[config.mk]
export PLATFORM = sky130hd
export DESIGN_NAME = dram_refresh_seq
export DESIGN_NICKNAME = d
export VERILOG_FILES = /design/src/rtl/dram_rfsh_pkg.sv /design/src/rtl/dram_rfsh_timer.sv /design/src/rtl/dram_rfsh_debt.sv /design/src/rtl/dram_rfsh_strobe.sv /design/src/rtl/dram_refresh_seq.sv
export SDC_FILE = /design/constraint.sdc
export NUM_CORES = 1
export LEC_CHECK = 0
export ABC_CLOCK_PERIOD_IN_PS = 6700
export BUFFER_PORTS_ARGS = -buffer_cell sky130_fd_sc_hd__buf_4
export CORE_ASPECT_RATIO = 1.75
export CORE_MARGIN = 2
export CORE_UTILIZATION = 53
export CTS_CLUSTER_DIAMETER = 60
export DETAILED_ROUTE_END_ITERATION = 10
export PLACE_DENSITY = 0.74
export SYNTH_ARGS = -nofsm -noshare
export SYNTH_HDL_FRONTEND = slang
export SYNTH_SLANG_ARGS = --single-unit
[constraint.sdc]
create_clock -name clk -period 6.7 [get_ports clk]
set_input_delay 0.67 -clock clk [delete_from_list [all_inputs] [get_ports clk]]
set_output_delay 0.67 -clock clk [all_outputs]
set_load 0.02 [all_outputs]
[src/rtl/dram_rfsh_pkg.sv]
package dram_rfsh_pkg;

   // strobe sequencer phases
   typedef enum logic [2:0] {
      ST_IDLE,   // nothing owed
      ST_REQ,    // bus requested, waiting for grant
      ST_LEAD,   // CAS low, RAS high
      ST_ACT,    // RAS and CAS low
      ST_PRE     // both high, bus still held
   } strobe_st_t;

   function automatic int max3(input int a, input int b, input int c);
      int m;
      m = (a > b) ? a : b;
      return (m > c) ? m : c;
   endfunction

endpackage

[src/rtl/dram_rfsh_timer.sv]
module dram_rfsh_timer #(
   parameter int LIMIT = 1500
) (
   input  logic clk,
   input  logic rst_n,
   input  logic en,
   output logic tick
);
   localparam int CW = $clog2(LIMIT + 1);

   logic [CW-1:0] cnt;

   assign tick = en && (cnt == CW'(LIMIT - 1));

   always_ff @(posedge clk) begin
      if (!rst_n)
         cnt <= '0;
      else if (tick)
         cnt <= '0;
      else if (en)
         cnt <= cnt + 1'b1;
   end
endmodule

[src/rtl/dram_rfsh_debt.sv]
module dram_rfsh_debt #(
   parameter int DEBT_MAX = 4
) (
   input  logic clk,
   input  logic rst_n,
   input  logic due,
   input  logic served,
   output logic owed_any
);
   localparam int OW = $clog2(DEBT_MAX + 1);

   logic [OW-1:0] owed;
   logic          add;

   // a due tick is lost only when the count is full and none is served
   assign add      = due && ((owed != OW'(DEBT_MAX)) || served);
   assign owed_any = (owed != '0);

   always_ff @(posedge clk) begin
      if (!rst_n)
         owed <= '0;
      else if (add && !served)
         owed <= owed + 1'b1;
      else if (!add && served)
         owed <= owed - 1'b1;
   end
endmodule

[src/rtl/dram_rfsh_strobe.sv]
module dram_rfsh_strobe
   import dram_rfsh_pkg::*;
#(
   parameter int RANKS        = 2,
   parameter int CAS_LEAD_CYC = 1,
   parameter int RAS_LOW_CYC  = 6,
   parameter int RAS_HIGH_CYC = 4
) (
   input  logic             clk,
   input  logic             rst_n,
   input  logic             go,
   input  logic             bus_gnt,
   output logic             bus_req,
   output logic             drive_en,
   output logic [RANKS-1:0] ras_n,
   output logic [RANKS-1:0] cas_n,
   output logic             done
);
   localparam int PH_MAX = max3(CAS_LEAD_CYC, RAS_LOW_CYC, RAS_HIGH_CYC);
   localparam int PW     = $clog2(PH_MAX + 1);

   strobe_st_t    st;
   logic [PW-1:0] ph;
   logic          ras_lvl, cas_lvl;

   assign done     = (st == ST_PRE) && (ph == PW'(RAS_HIGH_CYC - 1));
   assign bus_req  = (st != ST_IDLE);
   assign drive_en = (st == ST_LEAD) || (st == ST_ACT) || (st == ST_PRE);
   assign cas_lvl  = !((st == ST_LEAD) || (st == ST_ACT));
   assign ras_lvl  = !(st == ST_ACT);

   always_ff @(posedge clk) begin
      if (!rst_n) begin
         st <= ST_IDLE;
         ph <= '0;
      end else begin
         case (st)
            ST_IDLE: if (go) st <= ST_REQ;
            ST_REQ: if (bus_gnt) begin
               st <= ST_LEAD;
               ph <= '0;
            end
            ST_LEAD: if (ph == PW'(CAS_LEAD_CYC - 1)) begin
               st <= ST_ACT;
               ph <= '0;
            end else ph <= ph + 1'b1;
            ST_ACT: if (ph == PW'(RAS_LOW_CYC - 1)) begin
               st <= ST_PRE;
               ph <= '0;
            end else ph <= ph + 1'b1;
            ST_PRE: if (done) begin
               st <= ST_IDLE;
               ph <= '0;
            end else ph <= ph + 1'b1;
            default: st <= ST_IDLE;
         endcase
      end
   end

   // one copy of the strobes per rank, all ranks in step
   for (genvar g = 0; g < RANKS; g++) begin : g_rank
      assign ras_n[g] = ras_lvl;
      assign cas_n[g] = cas_lvl;
   end
endmodule

[src/rtl/dram_refresh_seq.sv]
module dram_refresh_seq #(
   parameter int RANKS        = 2,
   parameter int STARTUP_CYC  = 20000,
   parameter int INIT_CNT     = 8,
   parameter int INTERVAL_CYC = 1500,
   parameter int CAS_LEAD_CYC = 1,
   parameter int RAS_LOW_CYC  = 6,
   parameter int RAS_HIGH_CYC = 4,
   parameter int DEBT_MAX     = 4
) (
   input  logic             clk,
   input  logic             rst_n,
   input  logic             bus_gnt,
   output logic             bus_req,
   output logic             drive_en,
   output logic [RANKS-1:0] ras_n,
   output logic [RANKS-1:0] cas_n,
   output logic             we_n,
   output logic             ready
);
   localparam int IW = $clog2(INIT_CNT + 1);

   if (RANKS < 1 || INIT_CNT < 1 || DEBT_MAX < 1) begin : g_bad_count
      $error("dram_refresh_seq: RANKS, INIT_CNT and DEBT_MAX must be at least 1");
   end
   if (CAS_LEAD_CYC < 1 || RAS_LOW_CYC < 1 || RAS_HIGH_CYC < 1) begin : g_bad_phase
      $error("dram_refresh_seq: every strobe phase needs at least one cycle");
   end
   if (STARTUP_CYC < 2 || INTERVAL_CYC < 2) begin : g_bad_timer
      $error("dram_refresh_seq: timer limits must be at least 2");
   end

   logic          start_done, start_tick;
   logic          period_tick, owed_any;
   logic          go, done, periodic_done;
   logic [IW-1:0] init_left;

   dram_rfsh_timer #(.LIMIT(STARTUP_CYC)) u_start (
      .clk(clk), .rst_n(rst_n), .en(!start_done), .tick(start_tick)
   );

   dram_rfsh_timer #(.LIMIT(INTERVAL_CYC)) u_period (
      .clk(clk), .rst_n(rst_n), .en(ready), .tick(period_tick)
   );

   assign periodic_done = done && (init_left == '0);

   dram_rfsh_debt #(.DEBT_MAX(DEBT_MAX)) u_debt (
      .clk(clk), .rst_n(rst_n), .due(period_tick),
      .served(periodic_done), .owed_any(owed_any)
   );

   assign go = start_done && ((init_left != '0) || owed_any);

   dram_rfsh_strobe #(
      .RANKS(RANKS), .CAS_LEAD_CYC(CAS_LEAD_CYC),
      .RAS_LOW_CYC(RAS_LOW_CYC), .RAS_HIGH_CYC(RAS_HIGH_CYC)
   ) u_strobe (
      .clk(clk), .rst_n(rst_n), .go(go), .bus_gnt(bus_gnt),
      .bus_req(bus_req), .drive_en(drive_en),
      .ras_n(ras_n), .cas_n(cas_n), .done(done)
   );

   always_ff @(posedge clk) begin
      if (!rst_n) begin
         start_done <= 1'b0;
         init_left  <= IW'(INIT_CNT);
         ready      <= 1'b0;
      end else begin
         if (start_tick)
            start_done <= 1'b1;
         if (done && (init_left != '0))
            init_left <= init_left - 1'b1;
         if (done && (init_left == IW'(1)))
            ready <= 1'b1;
      end
   end

   // refresh cycles always keep write enable inactive
   assign we_n = 1'b1;
endmodule

# [Yosys cells after proc, flatten, opt, wreduce, memory -nomap -nowiden]
# Index checks and enable logic that the tools add are counted.
# Widths: inputs -> output; s select.
[op_classes] reduce_logical=31 eq_ne=15 n_addsub=6 n_bitwise=1 muxes=13
[ops] operator="$mux 3" n=11
[ops] operator="$add 15x1->15 const B" n=1
[ops] operator="$eq 15x15->1 const B" n=1
[ops] operator="$pmux 3 s5" n=1
[ops] operator="$pmux 3 s4" n=1
[ops] operator="$add 11x1->11 const B" n=1
[ops] operator="$eq 11x11->1 const B" n=1
[ops] operator="$logic_and 1x1->1" n=10
[ops] operator="$ne 2x2->1 const B" n=5
[ops] operator="$eq 3x2->1 const B" n=3
[ops] operator="$reduce_bool 4->1" n=2
[ops] operator="$add 3x1->3 const B" n=2
[ops] operator="$eq 3x3->1 const B" n=2
[ops] operator="$logic_not 3->1" n=2
[ops] operator="$reduce_bool 3->1" n=2
[ops] operator="$logic_not 1->1" n=5
[ops] operator="$reduce_and 5->1" n=1
[ops] operator="$eq 4x1->1 const B" n=1
[ops] operator="$logic_not 4->1" n=1
[ops] operator="$logic_or 1x1->1" n=4
[ops] operator="$reduce_or 2->1" n=2
[ops] operator="$sub 4x1->4 const B" n=1
[ops] operator="$eq 3x1->1 const B" n=1
[ops] operator="$ne 3x3->1 const B" n=1
[ops] operator="other kinds (4)" n=4
[totals] regBits=41 inputBits=3 out_inout_bits=8 wordCells=74

# [Logic depth before layout (Yosys ltp)]
[logic_depth] ltp_word=9 ltp_mapped=11 mapped_depth_nobuf=11

# [Hierarchy]
# A second synthesis with hierarchy kept.
[hier_totals] cells_unflattened=250 hier_area_um2=2235.9
[by_module_without_submodules] module="dram_rfsh_timer at u_start" cells_each=80 seq_area_each_um2=300.3 area_each_um2=720.7 n_inst=1
[by_module_without_submodules] module="dram_rfsh_timer at u_period" cells_each=61 seq_area_each_um2=220.2 area_each_um2=571.8 n_inst=1
[by_module_without_submodules] module="dram_rfsh_strobe" cells_each=53 seq_area_each_um2=120.1 area_each_um2=467.9 n_inst=1
[by_module_without_submodules] module="dram_refresh_seq" cells_each=37 seq_area_each_um2=120.1 area_each_um2=296.5 n_inst=1
[by_module_without_submodules] module="dram_rfsh_debt" cells_each=19 seq_area_each_um2=60.1 area_each_um2=178.9 n_inst=1

# [Least setup slack after synthesis]
# OpenSTA, ideal clock, no wires.
[synth_path] kind="reg2reg" startpoint="reg u_period.cnt[2]" endpoint="reg u_debt.owed[2]" synth_period_minus_slack_ns=2.775 path_slack_ns=3.925 setup_ns=0.076 path_buffers=0 stages_incl_launch_ff=10 required_time_ns=6.624 arrival_time_ns=2.700 cell_sequence="dfxtp_1 > or4b_1 > or4_4 > a31oi_1 > ha_1 > inv_1 > fa_1 > xor2_1 > or3_1 > a21boi_0"
[synth_via] elab_chain_len=6 word_cells_on_any_way=8 cone_classes="eq/ne: 1; mux: 1; reduce/logical: 6"
[synth_lines] element="start, declared" line_no="dram_rfsh_timer.sv:11" source="logic [CW-1:0] cnt;"
[synth_lines] element="start signal, assigned" line_no="dram_rfsh_timer.sv:21" source="cnt <= cnt + 1'b1;"
[synth_lines] element="$eq 11x11->1 (*)" line_no="dram_rfsh_timer.sv:13" source="assign tick = en && (cnt == CW'(LIMIT - 1));"
[synth_lines] element="$logic_and 1x1->1 (*)" line_no="dram_rfsh_timer.sv:13"
[synth_lines] element="$logic_and 1x1->1 (*)" line_no="dram_rfsh_debt.sv:16" source="assign add = due && ((owed != OW'(DEBT_MAX)) || served);"
[synth_lines] element="$logic_not 1->1" line_no="dram_rfsh_debt.sv:24" source="else if (!add && served)"
[synth_lines] element="$logic_and 1x1->1" line_no="dram_rfsh_debt.sv:24"
[synth_lines] element="$reduce_bool 2->1 (no source line)"
[synth_lines] element="end signal, assigned" line_no="dram_rfsh_debt.sv:23" source="owed <= owed + 1'b1;"
[synth_lines] element="end signal, assigned" line_no="dram_rfsh_debt.sv:25" source="owed <= owed - 1'b1;"
[synth_lines] element="end, declared" line_no="dram_rfsh_debt.sv:12" source="logic [OW-1:0] owed;"
# Mark *: on every way between the ends. The rest lies on a longest branch, timed or not.
# A chain may end at the register's enable or synchronous reset.

# [Worst setup path in the final report]
# Same ends and word-level chain as after synthesis.

==> impl_results.md <==
- Outcome: finished, final reports clean
- Lkg Pwr: 0.815 nW
- Antenna diode count: 0
- Sink Count: 41
- Row Count: 30
- Vias in the first global route: 1559
- Antenna violations before repair: 0
- Total Nets Final: 253
- Post-synth top flop: dfxtp_1
- Wirelength, routed: 3700 um
- Inserted Clock Buffers: 5
- Dpl hpwl: 2690 um
- Net Sw Power: 0.0000914 W
- Critical path fanouts, max: 5
- Total grt overflow: 0
- Aggregate global-route resource usage: 19.6%
- Setup Buffers After CTS: 0
- IO buf count: 9
- Largest cells by area after synthesis: dfxtp_1 40%, xnor2_1 8.9%, nor2_1 6.7%
- Slew Viols, Final: 0
- Combinational Power Share: 2.3%
- FFs w/ async S/R, synth: 0%
- Die H: 86.6 um
- Setup CP Type: register to register
- Layout cell share with drive strength beyond 1: 9.17%
- Pin count of the biggest net entering global routing: 21
- Gate count of the mapped netlist: 237
- RR Startpoint: u_period.cnt[2]
- Minimum clock period: 2910 ps
- Met2 GRT Util: 36.0%
- Via count: 1579
- H-tree Lvls: 2
- Placement Setup Slack: 3800 ps
- Sequential share of the synthesized area: 39.7%
- Worst slew pin tran: 819 ps
- Initial DRT Pass Iterations: 6
- Drt drc: 0
- Die X: 51.2 um
- Post-synth top area cell: dfxtp_1
- First-pass GRT wire length: 6640 um
- Gpl congestion: 0.727
- Clock-pin slew on the worst setup and hold paths: 90 ps
- RSZ-0062 raised after global routing: false
- # hold bufs at CTS: 0
- Clock Power Share: 42.6%
- TritonCTS clock tree: yes
- Final Power: 0.000448 W
- I/O pin cnt: 11
- Setup tns final: 0 ps
- Area grow syn2layout: 7.56%
- Critical path arrival: 3120 ps
- Yosys top cell area share: 39.7%
- Starting Density: 54.0%
- Cell Pwr Density: 202 nW/um^2
- Mean Syn Cell Area: 8.73 sq um
- Fraction of power spent switching nets: 20.4%
- Core Region: 3830 sq um
- Max rail drop VDD: 0.000156 V
- GRT Max-Usage Layer: met2
- Hold slack final: 491 ps
- CP Capture Type: register
- Final hold vios: 0
- CTS Buffer Depth: 2
- Max Cap Viol: 0
- Int Pwr: 0.000357 W
- Drt via density: 5.48
- GR Layer Usage met1: 19.6%
- Root buf cell: clkbuf_8
- WL per Instance: 12.8 um
- Number of enable flip-flop cells after synthesis: 0
- Top-count cell post-synth: dfxtp_1
- Die Footprint: 4440 sq um
- DR iter-0 viols: 34
- Crit path from: u_period.cnt[2]
- Maximum clock rate: 0.344 GHz
- Antenna-violating nets left: 0
- YS warnings: 0
- Part of the power in registers: 55.1%
- Final instance area: 2220 sq um
- Top post-synthesis cells by count: 41 x dfxtp_1, 37 x nor2_1, 21 x xnor2_1
- Slew HR: 45.0%
- Netlist cell types: 47
- #FFs+latches synth: 41
- HP Start: u_strobe.ph[1]
- Setup violators final: 0
- CP startpoint kind: register
- PostCTS Resize Cnt: 0
- Placed cell areas: 2120 sq um
- Clock latency on the worst-skew pair: 300 ps
- Syn_nets: 250
- Fin worst setup slack: 3790 ps
- Met3 usage: 4.83%
- HP Class: register to register
- Share of the cycle needed by the critical path after routing: 43.4%
- Synthesized area: 2070 sq um
- Critical Path RT: 6910 ps
- Setup Skew: 12.6 ps
[cells by family after synthesis]
family	synth area share, %
fa+ha+maj	6.41
mux	2.00
flops	39.7
buf+inv	5.81
compound gates	7.14
xor+xnor	11.4
simple gates	27.3
other cells	0.181
[area by class of cell]
class / instances / area, sq um
clock buffers: 5 / 68.8
clock inverters: 2 / 35.0
fillers: 372 / 1600
inverters: 10 / 37.5
multi-input cells: 172 / 1130
flip-flops and latches: 41 / 821
well taps: 48 / 60.1
repair buffers: 10 / 75.1
[flip-flops by register name, indices dropped and copies added (netlist names)]
name          cells
u_period.cnt     11
start_done        1
u_strobe.st       3
u_strobe.ph       3
u_debt.owed       3
init_left         4
ready             1
u_start.cnt      15
[critical path, cell delays in order (launching register included)]
cell and delay (ps):
dfxtp_1 350, or4b_1 520, or4_4 530, a31oi_1 160, ha_1 200, inv_1 60, fa_1 370, xor2_1 170
or3_1 300, a21boi_0 180
[routing by layer]
metal,up-vias,wire length (um),part of all wire [%]
met4,0,128,3.5
met5,-,0,0
li1,810,-,-
met1,733,1540,42
met3,15,74,2.0
met2,21,1950,53
[metrics by stage]
step / util (%) / instances
2_1_floorplan: - / 237
3_3_place_gp: 55.4 / 281
3_5_place_dp: 55.4 / 281
4_1_cts: 58.1 / 288
5_1_grt: 58.1 / 288
6_report: 58.1 / 288
[cells in the final DEF, fill, tap and decap left out, drive strengths merged, types with 7 or more instances in the layout]
master / netlist / routed
dfxtp: 41 / 41
nor2: 37 / 37
xnor2: 21 / 21
nand2: 16 / 16
inv: 10 / 10
nand3: 10 / 10
buf: 9 / 10
ha: 9 / 9
nor3: 8 / 8
nor4: 7 / 7
[power groups by stage]
stage | clock network [W] | registers (W) | logic (W)
final | 0.000191 | 0.000247 | 0.0000103
after CTS | 0.000195 | 0.000247 | 0.0000105
after global placement | 0 | 0.000253 | 0.0000100
after detailed placement | 0 | 0.000253 | 0.0000105
after floorplan | 0 | 0.000252 | 0.00000833
after global routing | 0.000205 | 0.000247 | 0.0000119
[final timing paths]
check / end / slack (ps) / cells after the start
setup / recovery: u_debt.owed[2] / 3790 / 9
hold / removal: u_strobe.ph[1] / 490 / 2
hold reg to reg: u_strobe.ph[1] / 490 / 2
setup reg to reg: u_debt.owed[2] / 3790 / 9
Power figures use the tool's default switching activity.
